File: config.mk
export PLATFORM = sky130hd
export DESIGN_NAME = sha1_sched_helper
export DESIGN_NICKNAME = d
export VERILOG_FILES = /design/src/rtl/sha1_sched_pkg.sv /design/src/rtl/sha1_sched_mix.sv /design/src/rtl/sha1_sched_finish.sv /design/src/rtl/sha1_sched_efold.sv /design/src/rtl/sha1_sched_helper.sv
export SDC_FILE = /design/constraint.sdc
export NUM_CORES = 1
export LEC_CHECK = 0
export BUFFER_PORTS_ARGS = -buffer_cell sky130_fd_sc_hd__buf_2
export CAP_MARGIN = 25
export CORE_MARGIN = 1.5
export CORE_UTILIZATION = 30
export DETAILED_ROUTE_END_ITERATION = 10
export PLACE_DENSITY = 0.52
export SETUP_SLACK_MARGIN = 0.2
export SYNTH_ARGS = -nofsm -noshare
export SYNTH_HDL_FRONTEND = slang
export SYNTH_SLANG_ARGS = --single-unit
File: constraint.sdc
create_clock -name clk -period 2.66 [get_ports clk]
set_input_delay 0.133 -clock clk [delete_from_list [all_inputs] [get_ports clk]]
set_output_delay 0.133 -clock clk [all_outputs]
set_load 0.01 [all_outputs]
File: src/rtl/sha1_sched_pkg.sv
package sha1_sched_pkg;

    localparam int LANE_W = 32;
    localparam int LANES  = 4;
    localparam int VEC_W  = LANE_W * LANES;
    localparam int OP_W   = 2;

    // Rotate amounts fixed by the schedule recurrence and the E fold
    localparam int SCHED_ROT = 1;
    localparam int EFOLD_ROT = 30;

    typedef logic [LANE_W-1:0] lane_t;
    // Element k of a vector sits at bits [LANE_W*k +: LANE_W]
    typedef lane_t [LANES-1:0] vec_t;

    typedef enum logic [OP_W-1:0] {
        OP_MIX    = 2'd0,
        OP_FINISH = 2'd1,
        OP_EFOLD  = 2'd2,
        OP_NONE   = 2'd3
    } sched_op_e;

    typedef struct packed {
        logic valid;
        vec_t data;
    } sched_res_t;

    function automatic lane_t rotl(input lane_t x, input int unsigned n);
        lane_t r;
        r = (x << n) | (x >> (LANE_W - n));
        return r;
    endfunction

endpackage

File: src/rtl/sha1_sched_mix.sv
// First schedule stage: XOR of words two apart across a six-word window
module sha1_sched_mix
    import sha1_sched_pkg::*;
(
    input  vec_t              a,
    input  lane_t [1:0]       b_hi,   // b lanes 3 and 2
    output vec_t              y
);
    localparam int WIN = LANES + 2;

    lane_t win [WIN];

    // Window order oldest first: a lanes 3..0, then b lanes 3, 2
    genvar g;
    generate
        for (g = 0; g < LANES; g++) begin : g_win_a
            assign win[g] = a[LANES-1-g];
        end
        for (g = 0; g < 2; g++) begin : g_win_b
            assign win[LANES+g] = b_hi[1-g];
        end
        for (g = 0; g < LANES; g++) begin : g_out
            assign y[LANES-1-g] = win[g+2] ^ win[g];
        end
    endgenerate

endmodule

File: src/rtl/sha1_sched_finish.sv
// Second schedule stage: final XOR plus rotate, last lane chained on the first
module sha1_sched_finish
    import sha1_sched_pkg::*;
(
    input  vec_t                    a,
    input  lane_t [LANES-2:0]       b_lo,   // b lanes 2..0
    output vec_t                    y
);
    genvar g;
    generate
        for (g = 1; g < LANES; g++) begin : g_upper
            assign y[g] = rotl(a[g] ^ b_lo[g-1], SCHED_ROT);
        end
    endgenerate

    // Lowest lane depends on the freshly produced top lane
    assign y[0] = rotl(a[0] ^ y[LANES-1], SCHED_ROT);

endmodule

File: src/rtl/sha1_sched_efold.sv
// Adds rotated previous-E into the top lane; lower lanes pass through
module sha1_sched_efold
    import sha1_sched_pkg::*;
(
    input  lane_t a_top,
    input  vec_t  b,
    output vec_t  y
);
    assign y[LANES-1] = b[LANES-1] + rotl(a_top, EFOLD_ROT);

    genvar g;
    generate
        for (g = 0; g < LANES - 1; g++) begin : g_pass
            assign y[g] = b[g];
        end
    endgenerate

endmodule

File: src/rtl/sha1_sched_helper.sv
module sha1_sched_helper
    import sha1_sched_pkg::*;
(
    input  logic             clk,
    input  logic             rst,
    input  logic             in_valid,
    input  logic [OP_W-1:0]  in_op,
    input  logic [VEC_W-1:0] in_a,
    input  logic [VEC_W-1:0] in_b,
    output logic             out_valid,
    output logic [VEC_W-1:0] out_data
);
    vec_t       opa, opb;
    vec_t       mix_y, fin_y, fold_y;
    vec_t       sel_y;
    sched_op_e  op;
    sched_res_t res_q;

    assign opa = vec_t'(in_a);
    assign opb = vec_t'(in_b);
    assign op  = sched_op_e'(in_op);

    sha1_sched_mix u_mix (
        .a    (opa),
        .b_hi ({opb[LANES-1], opb[LANES-2]}),
        .y    (mix_y)
    );

    sha1_sched_finish u_finish (
        .a    (opa),
        .b_lo (opb[LANES-2:0]),
        .y    (fin_y)
    );

    sha1_sched_efold u_efold (
        .a_top (opa[LANES-1]),
        .b     (opb),
        .y     (fold_y)
    );

    always_comb begin
        unique case (op)
            OP_MIX:    sel_y = mix_y;
            OP_FINISH: sel_y = fin_y;
            OP_EFOLD:  sel_y = fold_y;
            default:   sel_y = '0;
        endcase
    end

    always_ff @(posedge clk) begin
        if (rst) begin
            res_q <= '0;
        end else begin
            res_q.valid <= in_valid;
            if (in_valid) begin
                res_q.data <= sel_y;
            end
        end
    end

    assign out_valid = res_q.valid;
    assign out_data  = res_q.data;

endmodule

After elaboration in Yosys (flattened, before gate mapping)

Index checks and enable logic that the tools add are counted.
Widths: inputs -> output; s select.

Register bits: 129
Output and inout bits: 129
Word-level logic and storage cells: 23

$add $sub $neg: 1
Equality and inequality tests: 2
Mux-type cells: 1
Bitwise gates (word level): 13
Reductions and logical operators: 1

Operator list:

| kind               | count |
|---|---|
| $pmux 128 s3       | 1 |
| $xor 32x32->32     | 8 |
| $or 32x1->32       | 4 |
| $add 32x32->32     | 1 |
| $or 32x30->32      | 1 |
| $eq 2x1->1 const B | 1 |
| $eq 2x2->1 const B | 1 |
| $logic_not 2->1    | 1 |

Depth between registers and ports, before layout

Gate-level depths: netlist (run 1).

Word-level depth: 5
Mapped depth: 9
Mapped depth without buffers: 9

By module

From an unflattened synthesis (run 1), not the netlist that was laid out.

Cell total of the unflattened synthesis: 1,462
Area, all modules: 13,571.8 µm²

By module, submodules not included:

| module            | times used | cells an instance | area each (µm²) | sequential area each (µm²) |
|---|---|---|---|---|
| sha1_sched_helper | 1          | 871               | 8,423.1         | 2,582.5 |
| sha1_sched_efold  | 1          | 335               | 2,426.1         | 0.0 |
| sha1_sched_finish | 1          | 128               | 1,601.5         | 0.0 |
| sha1_sched_mix    | 1          | 128               | 1,121.1         | 0.0 |

Worst setup path before layout (run 1)

Ideal clock, no wire load.

Path type: input port to flip-flop
Start point: input in_a[98]
End point: register res_q, in the netlist out_data[114]
Data arrival time: 1.909 ns
Setup slack: 0.632 ns
Stages: 9
Path buffers: 0
Path through: ha_1 fa_1 a21oi_1 o21ai_1 a21oi_1 o21ai_0 a21oi_1 mux2i_1 o221a_2

Cells in the longest elaborated chain, start to end: 3

RTL lines:

| item            | line                    | text |
|---|---|---|
| start, declared | sha1_sched_helper.sv:8  | `input logic [VEC_W-1:0] in_a,` |
| $or 32x30->32   | sha1_sched_pkg.sv:30    | `r = (x << n) \| (x >> (LANE_W - n));` |
| $add 32x32->32  | sha1_sched_efold.sv:9   | `assign y[LANES-1] = b[LANES-1] + rotl(a_top, EFOLD_ROT);` |
| $pmux 128 s3    | sha1_sched_helper.sv:42 | `unique case (op)` |
| end, declared   | sha1_sched_helper.sv:17 | `sched_res_t res_q;` |

Every way passes these cells.
A chain may end at the register's enable or synchronous reset.

Worst setup path in the final report (run 1)

Start point: input in_a[98]
End point: register res_q, in the netlist out_data[126]

Same word-level chain as after synthesis.

==> results of run 1 <==
[placed cells by master (no fill, tap or decap), drive strengths merged, types with 6 or more instances in the layout]
cell | synthesis | routed
a211oi | 12 | 12
a21o | 9 | 9
a21oi | 163 | 163
a22oi | 8 | 8
a31oi | 8 | 8
buf | 21 | 412
clkbuf | 81 | 25
dfxtp | 129 | 129
ha | 31 | 31
inv | 10 | 10
nand2 | 37 | 37
nand2b | 6 | 6
nand3 | 10 | 10
nand4 | 7 | 7
nor2 | 262 | 262
nor3 | 8 | 8
o211ai | 7 | 7
o21a | 7 | 7
o21ai | 138 | 138
o221ai | 104 | 104
o22ai | 7 | 7
xnor2 | 224 | 224
xor2 | 55 | 55
[final timing paths]
kind	slack, ps	end	start
max reg2reg	1750	out_data[112]	out_data[112]
max	580	out_data[126]	in_a[98]
min reg2reg	470	out_data[111]	out_data[111]
min	90	out_data[82]	rst
[report_power, final]
part / leakage [nW] / switching [mW] / internal, mW / total [mW]
Clock: 0.279 / 0.948 / 1.47 / 2.42
Combinational: 4.21 / 1.31 / 0.937 / 2.25
Sequential: 1.07 / 0.0735 / 2.08 / 2.16
[layout make-up]
type,instances,area (sq um)
fill,3701,21000
multi-input combinational,1150,7400
sequential,129,2580
timing repair buffer,412,2180
tap,455,569
clock buffer,25,495
clock inverter,5,77.6
inverter,11,41.3
[routing by layer]
metal  vias up  global-route usage  part of all wire
li1       5629                   -                 -
met4         0              0.0778             0.023
met3        52              0.0502             0.068
met5         -                   0                 0
met2       423               0.382              0.46
met1      5380               0.298              0.45
[cells by family (layout without fill, tap and decap cells)]
group           Yosys count  count (layout)  synth area share
compound gates          492             492             0.300
simple gates            343             343             0.133
xor+xnor                279             279             0.235
flops                   129             129             0.248
buf+inv                 113             453            0.0411
fa+ha+maj                32              32            0.0392
mux                       4               4           0.00433
[flip-flops by register name, indices dropped and copies added, names as in the netlist]
register and count:
out_valid 1, out_data 128
[through the flow]
step / cell area [sq um] / hold WS, ps / util / total power, mW / setup slack (ps)
2_1_floorplan: 10400 / 345 / - / 3.54 / 632
3_3_place_gp: 12800 / 468 / 0.372 / 4.44 / 222
3_5_place_dp: 12800 / 464 / 0.372 / 4.44 / 140
4_1_cts: 13300 / 77.1 / 0.388 / 6.91 / 620
5_1_grt: 13300 / 86.0 / 0.388 / 7.24 / 397
6_report: 13300 / 89.5 / 0.388 / 6.82 / 584
==> results.md, run 1 <==
* Initial core utilization at 0.303
* Tot GR Track Use at 0.232
* Cell taking the most area after synthesis: dfxtp_1
* Max VDD drop at 0.441 mV
* Root Driver: clkbuf_16
* Post-synthesis cell type count at 54
* Crit Path Class: input pin to flip-flop
* Global-route wire length before repair at 64600 microns
* Most common cell in the synthesized netlist: nor2_1
* Synth Register Bits at 129
* Slew margin rel. at 0.393
* Largest buffer count on any clock path at 2
* CTS tree: built
* Via count at 11484
* Hold path cells at 2
* Final hold viol count at 0
* Post-Route Setup TNS at 0 ps
* Post-synth net total at 1685
* Dominant cells by area after synthesis: dfxtp_1, xnor2_1, nor2_1, o221ai_1, a21oi_1
* Final Skew at 0 ps
* CP max-delay cell: fa_1
* Clock Sinks at 129
* Delay-heaviest family, CP: compound AO/OA/AOI/OAI gates
* Via density per instance at 5.25
* CP Launch Type: input pin
* Grt ovf at 0
* Drt first pass iters at 5
* Latest clock arrival within the worst-skew pair at 430 ps
* Crit-path cells: buf_2, ha_1, fa_1, a21oi_1, o21ai_1, a21oi_1, o21ai_0, a31oi_1, o21ai_0, o211ai_1
* Share of flip-flops with an asynchronous set or reset at 0
* Slowest stage delay, CP at 430 ps
* Diode count at 0
* DRT iter0 DRCs at 582
* Max-cap violations at 0
* Detailed placement HPWL at 31900 microns
* Synth top area share at 0.248
* Tcrit/Tclk final at 0.780
* Sequential-to-total area share from yosys stat at 0.248
* Ports at 390
* DRC violations left at 0
* Hold-fix buffer count after cts at 0
* Row Count at 68
* Synth Instances at 1392
* WL final at 42500 microns
* Routed WL per cell at 19.4 microns
* Final setup vio count at 0
* Final antenna-violating net count at 0
* EDFF count, synth at 0
* Final Max Slew Viols at 0
* Chip Width at 189 microns
* Critical path fanouts, max at 4
* Arrival @ worst endpoint at 2440 ps
* Post-layout nets at 2014
* PortBufs at 389
* Worst-path clk slew at 60 ps
* Max Freq at 482 MHz
* Post_cts resized at 0
* CTS Buf Count at 17
* Core ar. at 0.0344 sq mm
* Ratio of cells with drive above 1 in the final layout at 0.258
* Number of H-tree levels at 4
* Cell area after synthesis at 0.0104 sq mm
* Main synth FF type: dfxtp_1
* Yosys warning count at 0
* Largest net degree at the start of global routing at 131
* Syn Area/Cell at 7.47 sq um
* Die area at 0.0358 sq mm
* Layout Cells excl Fill at 2187
* Leak at 5.56 nW
* PD cells at 511 mW/mm^2
* R2R depth at 3
* Worst Path Required at 3020 ps
* Critical path buffers and inverters at 1
* Commonest cells in the netlist: nor2_1, xnor2_1, a21oi_1, o21ai_0, dfxtp_1
* Die height at 189 microns
* RSZ-0062 raised after global routing: false
* Layout Area Growth over Synthesis at 28.3%
* Gpl congestion at 0.869
* Min Tclk post-route at 2080 ps
* Status: complete, no violations
* Initial antenna violation count at 0
* Worst-margin pin slew at 908 ps
* HP Class: input pin to flip-flop
* Crit. path cell count at 10
* Number of global-route vias before repair at 11114
* Post-CTS Setup Bufs at 0
* Critical Path Sink Type: flip-flop
* Cell Count Post-Placement at 2157
Note: power is estimated with default switching activity, not from simulation.
==> run 2, diff against run 1 <==
- clock period: 2.66 -> 2.05 ns (I/O delays scaled with it)
==> run 2 against run 1 <==
  * Routed wire length shrank 2.8%
  * Final area is 5.5% higher
  * Die area unchanged
  * Cell count rose by 3.6%
  * First-iteration DRC count down 21%
  * Clock-buffer cell count unchanged
  * Worst setup slack got worse by 290 ps
  * Combinational power up 38%
  * Global-route usage is 0.48 points lower
  * Highest routed layer unchanged
==> results.md, run 2 (synthesized netlist as in run 1, its figures left out) <==
* Critical Path Sink Type: flip-flop
* Root Driver: clkbuf_16
* Grt ovf at 0 (unchanged)
* CTS tree: built
* PD cells at 630 mW/mm^2 (+23%)
* Tcrit/Tclk final at 0.856
* Via density per instance at 5.11 (-2.8%)
* Post_cts resized at 0 (unchanged)
* PortBufs at 389 (unchanged)
* Pre-CTS worst setup slack at -175 ps (-315 ps)
* DP Area at 0.0135 sq mm (+5.8%)
* Number of global-route vias before repair at 11317 (+1.8%)
* Worst Path Required at 2440 ps (-580 ps)
* Number of H-tree levels at 4 (unchanged)
* Crit Path Class: input pin to flip-flop
* Critical path fanouts, max at 3 (-1)
* Final Max Slew Viols at 0 (unchanged)
* Post-Route Setup TNS at 0 ps (unchanged)
* Gpl congestion at 0.870 (about the same)
* Most common cell after layout, fill and taps aside: buf_2
* Worst-margin pin slew at 818 ps (-89.9 ps)
* Largest register FFs at 128 (unchanged)
* HP Class: input pin to flip-flop
* Die area at 0.0358 sq mm (unchanged)
* Slew margin rel. at 0.453 (+0.0602)
* Commonest non-fill, non-tap cells in the layout: buf_2, nor2_1, xnor2_1
* Ports at 390 (unchanged)
* Latest clock arrival within the worst-skew pair at 440 ps (about the same)
* Core ar. at 0.0344 sq mm (unchanged)
* Final setup vio count at 0 (unchanged)
* Post-layout nets at 2092 (+3.9%)
* Drt first pass iters at 4 (-1)
* Final Skew at 0 ps (unchanged)
* Detailed placement HPWL at 31100 microns (-2.3%)
* Max VDD drop at 0.602 mV (+37%)
* Ratio of cells with drive above 1 in the final layout at 0.297 (+0.0386)
* Max Freq at 570 MHz
* Largest net degree at the start of global routing at 136 (+3.8%)
* Clock Sinks at 129 (unchanged)
* Worst-path clk slew at 60 ps (about the same)
* WL final at 41300 microns (-2.8%)
* DRC violations left at 0 (unchanged)
* Via count at 11563 (+0.69%)
* RSZ-0062 raised after global routing: true
* Initial antenna violation count at 0 (unchanged)
* Max-cap violations at 0 (unchanged)
* Diode count at 0 (unchanged)
* Row Count at 68 (unchanged)
* Final hold viol count at 0 (unchanged)
* Layout Area Growth over Synthesis at 35.3%
* Chip Width at 189 microns (unchanged)
* Global-route wire length before repair at 63700 microns (-1.4%)
* Leak at 5.95 nW (+7.1%)
* Tot GR Track Use at 0.227 (-0.00484)
* Die height at 189 microns (unchanged)
* Routed WL per cell at 18.2 microns (-6.1%)
* CP Launch Type: input pin
* Min Tclk post-route at 1760 ps
* Design area at 0.0141 sq mm (+5.5%)
* Initial core utilization at 0.303 (unchanged)
* Final antenna-violating net count at 0 (unchanged)
* CTS Buf Count at 17 (unchanged)
* Largest buffer count on any clock path at 2 (unchanged)
* DRT iter0 DRCs at 459 (-21%)
* Status: complete, no violations
* Post-route setup slack at 295 ps (-289 ps)
* Total Power at 8.86 mW (+30%)
* WHS at 74.9 ps (-14.6 ps)
* Arrival @ worst endpoint at 2140 ps (-300 ps)
==> run 2: changes by cell type in the layout (fill, tap and decap cells not counted), sizes merged <==
cell         before  now
bufinv            2    0
buf             412  488
dlygate4sd3       0    2
clkinv            3    5
==> run 2: path summary, 6_finish.rpt <==
| check | startpoint | endpoint | slack, ps | depth (start not counted) |
|---|---|---|---|---|
| worst min-delay path | in_b[64] | out_data[97] | 70 | 4 |
| worst min register to register | out_data[111] | out_data[111] | 480 | 2 |
| worst max-delay path | in_a[98] | out_data[114] | 290 | 10 |
| worst max register to register | out_data[112] | out_data[112] | 1090 | 3 |
==> run 2: area by class of cell <==
cell class	count	area, sq um
fill	3688	20300
multi-input combinational	1150	7510
timing repair buffer	490	2830
sequential	129	2580
tap	455	569
clock buffer	25	515
inverter	11	41.3
clock inverter	5	27.5
==> run 2: worst max-delay path, stage by stage <==
cell and delay [ps]:
buf_2 110, ha_1 250, fa_2 380, a21oi_2 210, o21ai_2 130, a21oi_2 220
o21ai_0 140, a21oi_1 190, mux2i_1 210, o221a_2 200
==> run 2: through the flow <==
step	util	cells
floorplan	-	1392
global placement	0.393	2232
detailed placement	0.393	2232
CTS	0.409	2264
global route	0.410	2265
finish	0.410	2265
==> run 2: what timing repair did <==
item                                    CTS  global route
hold endpoints to repair                  1             0
endpoints found under the setup margin    0             4
hold buffers                              2             0
setup buffers                             0             1
==> run 2: per-layer routing <==
| metal | track usage | share of wire | vias up |
|---|---|---|---|
| li1 | - | - | 5789 |
| met1 | 0.294 | 0.45 | 5409 |
| met2 | 0.388 | 0.48 | 325 |
| met3 | 0.0361 | 0.050 | 40 |
| met4 | 0.0635 | 0.018 | 0 |
| met5 | 0 | 0 | - |
==> run 2: power by group <==
| part | internal (mW) | switching (mW) | total (mW) | leakage, nW |
|---|---|---|---|---|
| logic | 1.39 | 1.72 | 3.11 | 4.61 |
| registers | 2.70 | 0.0958 | 2.80 | 1.07 |
| clock network | 1.72 | 1.23 | 2.95 | 0.271 |
| total | 5.81 | 3.05 | 8.86 | 5.95 |
==> run 3, diff against run 2 <==
- PLACE_DENSITY: 0.52 -> unset
==> run 3 against run 2 <==
  * Total power grew 0.51%
  * Register-to-register slack gained 30 ps
  * Sequential power is essentially flat
  * Global-route usage shrank 0.16 points
  * Clock-buffer cell count shrank 4
  * Routed wire length shrank 0.27%
  * Combinational power is essentially flat
  * Final area is essentially flat
  * Hold slack gained 23 ps
  * Cell count is essentially flat
  * Utilization is essentially flat
==> results.md, run 3 (synthesized netlist as in run 1, its figures left out) <==
* Crit Path Class: input pin to flip-flop
* CP Launch Type: input pin
* WL final at 41200 microns (-0.27%)
* Post-Route Setup TNS at 0 ps (unchanged)
* CTS tree: built
* CTS Buf Count at 17 (unchanged)
* Max VDD drop at 0.586 mV (-2.7%)
* Number of H-tree levels at 4 (unchanged)
* Commonest non-fill, non-tap cells in the layout: buf_2, nor2_1, xnor2_1
* Routed WL per cell at 18.2 microns (-0.18%)
* Final Skew at 0 ps (unchanged)
* Status: complete, no violations
* Worst hold start: in_b[64]
* Post-layout nets at 2087 (-0.24%)
* HP Class: input pin to flip-flop
* DP Area at 0.0135 sq mm (-0.13%)
* Chip Width at 189 microns (unchanged)
* Hold path cells at 4 (unchanged)
* Via count at 11649 (+0.74%)
* Most common cell after layout, fill and taps aside: buf_2
* Worst Setup SP: in_a[98]
* Layout Area Growth over Synthesis at 35.2% (about the same)
* Pre-CTS worst setup slack at -254 ps (-79.4 ps)
* Cell Count Post-Placement at 2228 (-0.18%)
* Largest net degree at the start of global routing at 119 (-13%)
* Ports at 390 (unchanged)
* Global-route wire length before repair at 63300 microns (-0.68%)
* Slew margin rel. at 0.383 (-0.0696)
* Drt first pass iters at 4 (unchanged)
* Final Max Slew Viols at 0 (unchanged)
* Total Power at 8.91 mW (+0.51%)
* Initial core utilization at 0.303 (unchanged)
* Initial antenna violation count at 1 (+1)
* Tcrit/Tclk final at 0.839 (-0.0174)
* Tot GR Track Use at 0.225 (-0.00159)
* Layout Cells excl Fill at 2263 (-0.088%)
* R2r endpoint: out_data[112]
* Leak at 5.94 nW (-0.28%)
* Crit-path cells: buf_2, ha_1, fa_2, a21oi_4, o21ai_2, a21oi_2, o21ai_1, a31oi_1, buf_4, nand4_1, o211ai_1
* Max-cap violations at 0 (unchanged)
* Final antenna-violating net count at 0 (unchanged)
* DRT iter0 DRCs at 584 (+27%)
* Worst-path clk slew at 70 ps (about the same)
* WHS at 97.7 ps (+22.8 ps)
* Ratio of cells with drive above 1 in the final layout at 0.296 (-0.000614)
* Arrival @ worst endpoint at 2080 ps (-60 ps)
* FILL cells at 3606 (-2.2%)
* Largest register FFs at 128 (unchanged)
* PD cells at 633 mW/mm^2 (+0.59%)
* Min Tclk post-route at 1720 ps (-35.7 ps)
* Final setup vio count at 0 (unchanged)
* Gpl congestion at 0.894 (+2.7%)
* R2R depth at 3 (unchanged)
* Latest clock arrival within the worst-skew pair at 430 ps (about the same)
* Hold EP: out_data[97]
* Reg-to-Reg Start: out_data[112]
* Max Freq at 582 MHz (+2.1%)
* Slowest stage delay, CP at 400 ps (+20 ps)
* PortBufs at 389 (unchanged)
* Die area at 0.0358 sq mm (unchanged)
* Post-route setup slack at 331 ps (+35.7 ps)
* Final hold viol count at 0 (unchanged)
* Critical path fanouts, max at 4 (+1)
* Largest buffer count on any clock path at 2 (unchanged)
* Via density per instance at 5.15 (+0.83%)
* Grt ovf at 0 (unchanged)
* Row Count at 68 (unchanged)
* Core ar. at 0.0344 sq mm (unchanged)
* Detailed placement HPWL at 31500 microns (+1.1%)
* Clock Sinks at 129 (unchanged)
* Layout Utilization at 0.409 (about the same)
* Worst Path Required at 2410 ps (-30 ps)
* Worst-margin pin slew at 922 ps (+104 ps)
* CP max-delay cell: fa_2
* Design area at 0.0141 sq mm (about the same)
* DRC violations left at 0 (unchanged)
* Number of global-route vias before repair at 11384 (+0.59%)
* Critical Path Sink Type: flip-flop
* Root Driver: clkbuf_16
* FF-to-FF setup slack at 1120 ps (+30 ps)
* Die height at 189 microns (unchanged)
* RSZ-0062 raised after global routing: false
## run 3: repair_timing
action / CTS / global route
buffers inserted: 0 / 1
endpoints found under the hold margin: 1 / 0
hold buffers: 1 / 0
endpoints found under the setup margin: 0 / 4
resized for setup: 0 / 2
## run 3: routing by layer
metal | part of all wire | vias to the layer above | wire [microns] | GRT usage
met1 | 0.43 | 5390 | 17700 | 0.282
met3 | 0.062 | 60 | 2570 | 0.0439
li1 | - | 5791 | - | -
met2 | 0.48 | 408 | 19700 | 0.380
met5 | 0 | - | 0 | 0
met4 | 0.030 | 0 | 1230 | 0.0897
## run 3: worst max path at each step
| stage | to | depth (start not counted) |
|---|---|---|
| after floorplan | out_data[114] | 9 |
| after global placement | out_data[122] | 11 |
| after detailed placement | out_data[122] | 11 |
| after CTS | out_data[122] | 11 |
| after global routing | out_data[124] | 9 |
| final | out_data[122] | 11 |
## run 3: worst max-delay path: cells and delay by family
family          cells  cell delay (ps)
simple gates        1               90
buf+inv             2              280
compound gates      6              950
fa+ha+maj           2              640
## run 3: layout make-up
type / count / area, sq um / area share
diodes: 1 / 2.50 / 0.000178
clock buffers: 21 / 460 / 0.0327
clock inverters: 11 / 88.8 / 0.00632
inverters: 11 / 41.3 / 0.00294
multi-input cells: 1150 / 7520 / 0.534
flip-flops and latches: 129 / 2580 / 0.184
well taps: 455 / 569 / 0.0405
repair buffers: 485 / 2800 / 0.199
## run 3: where the power goes
part	switching, mW	leakage [nW]	internal, mW
sequential	0.0961	1.07	2.70
combinational	1.73	4.60	1.39
clock	1.27	0.272	1.72
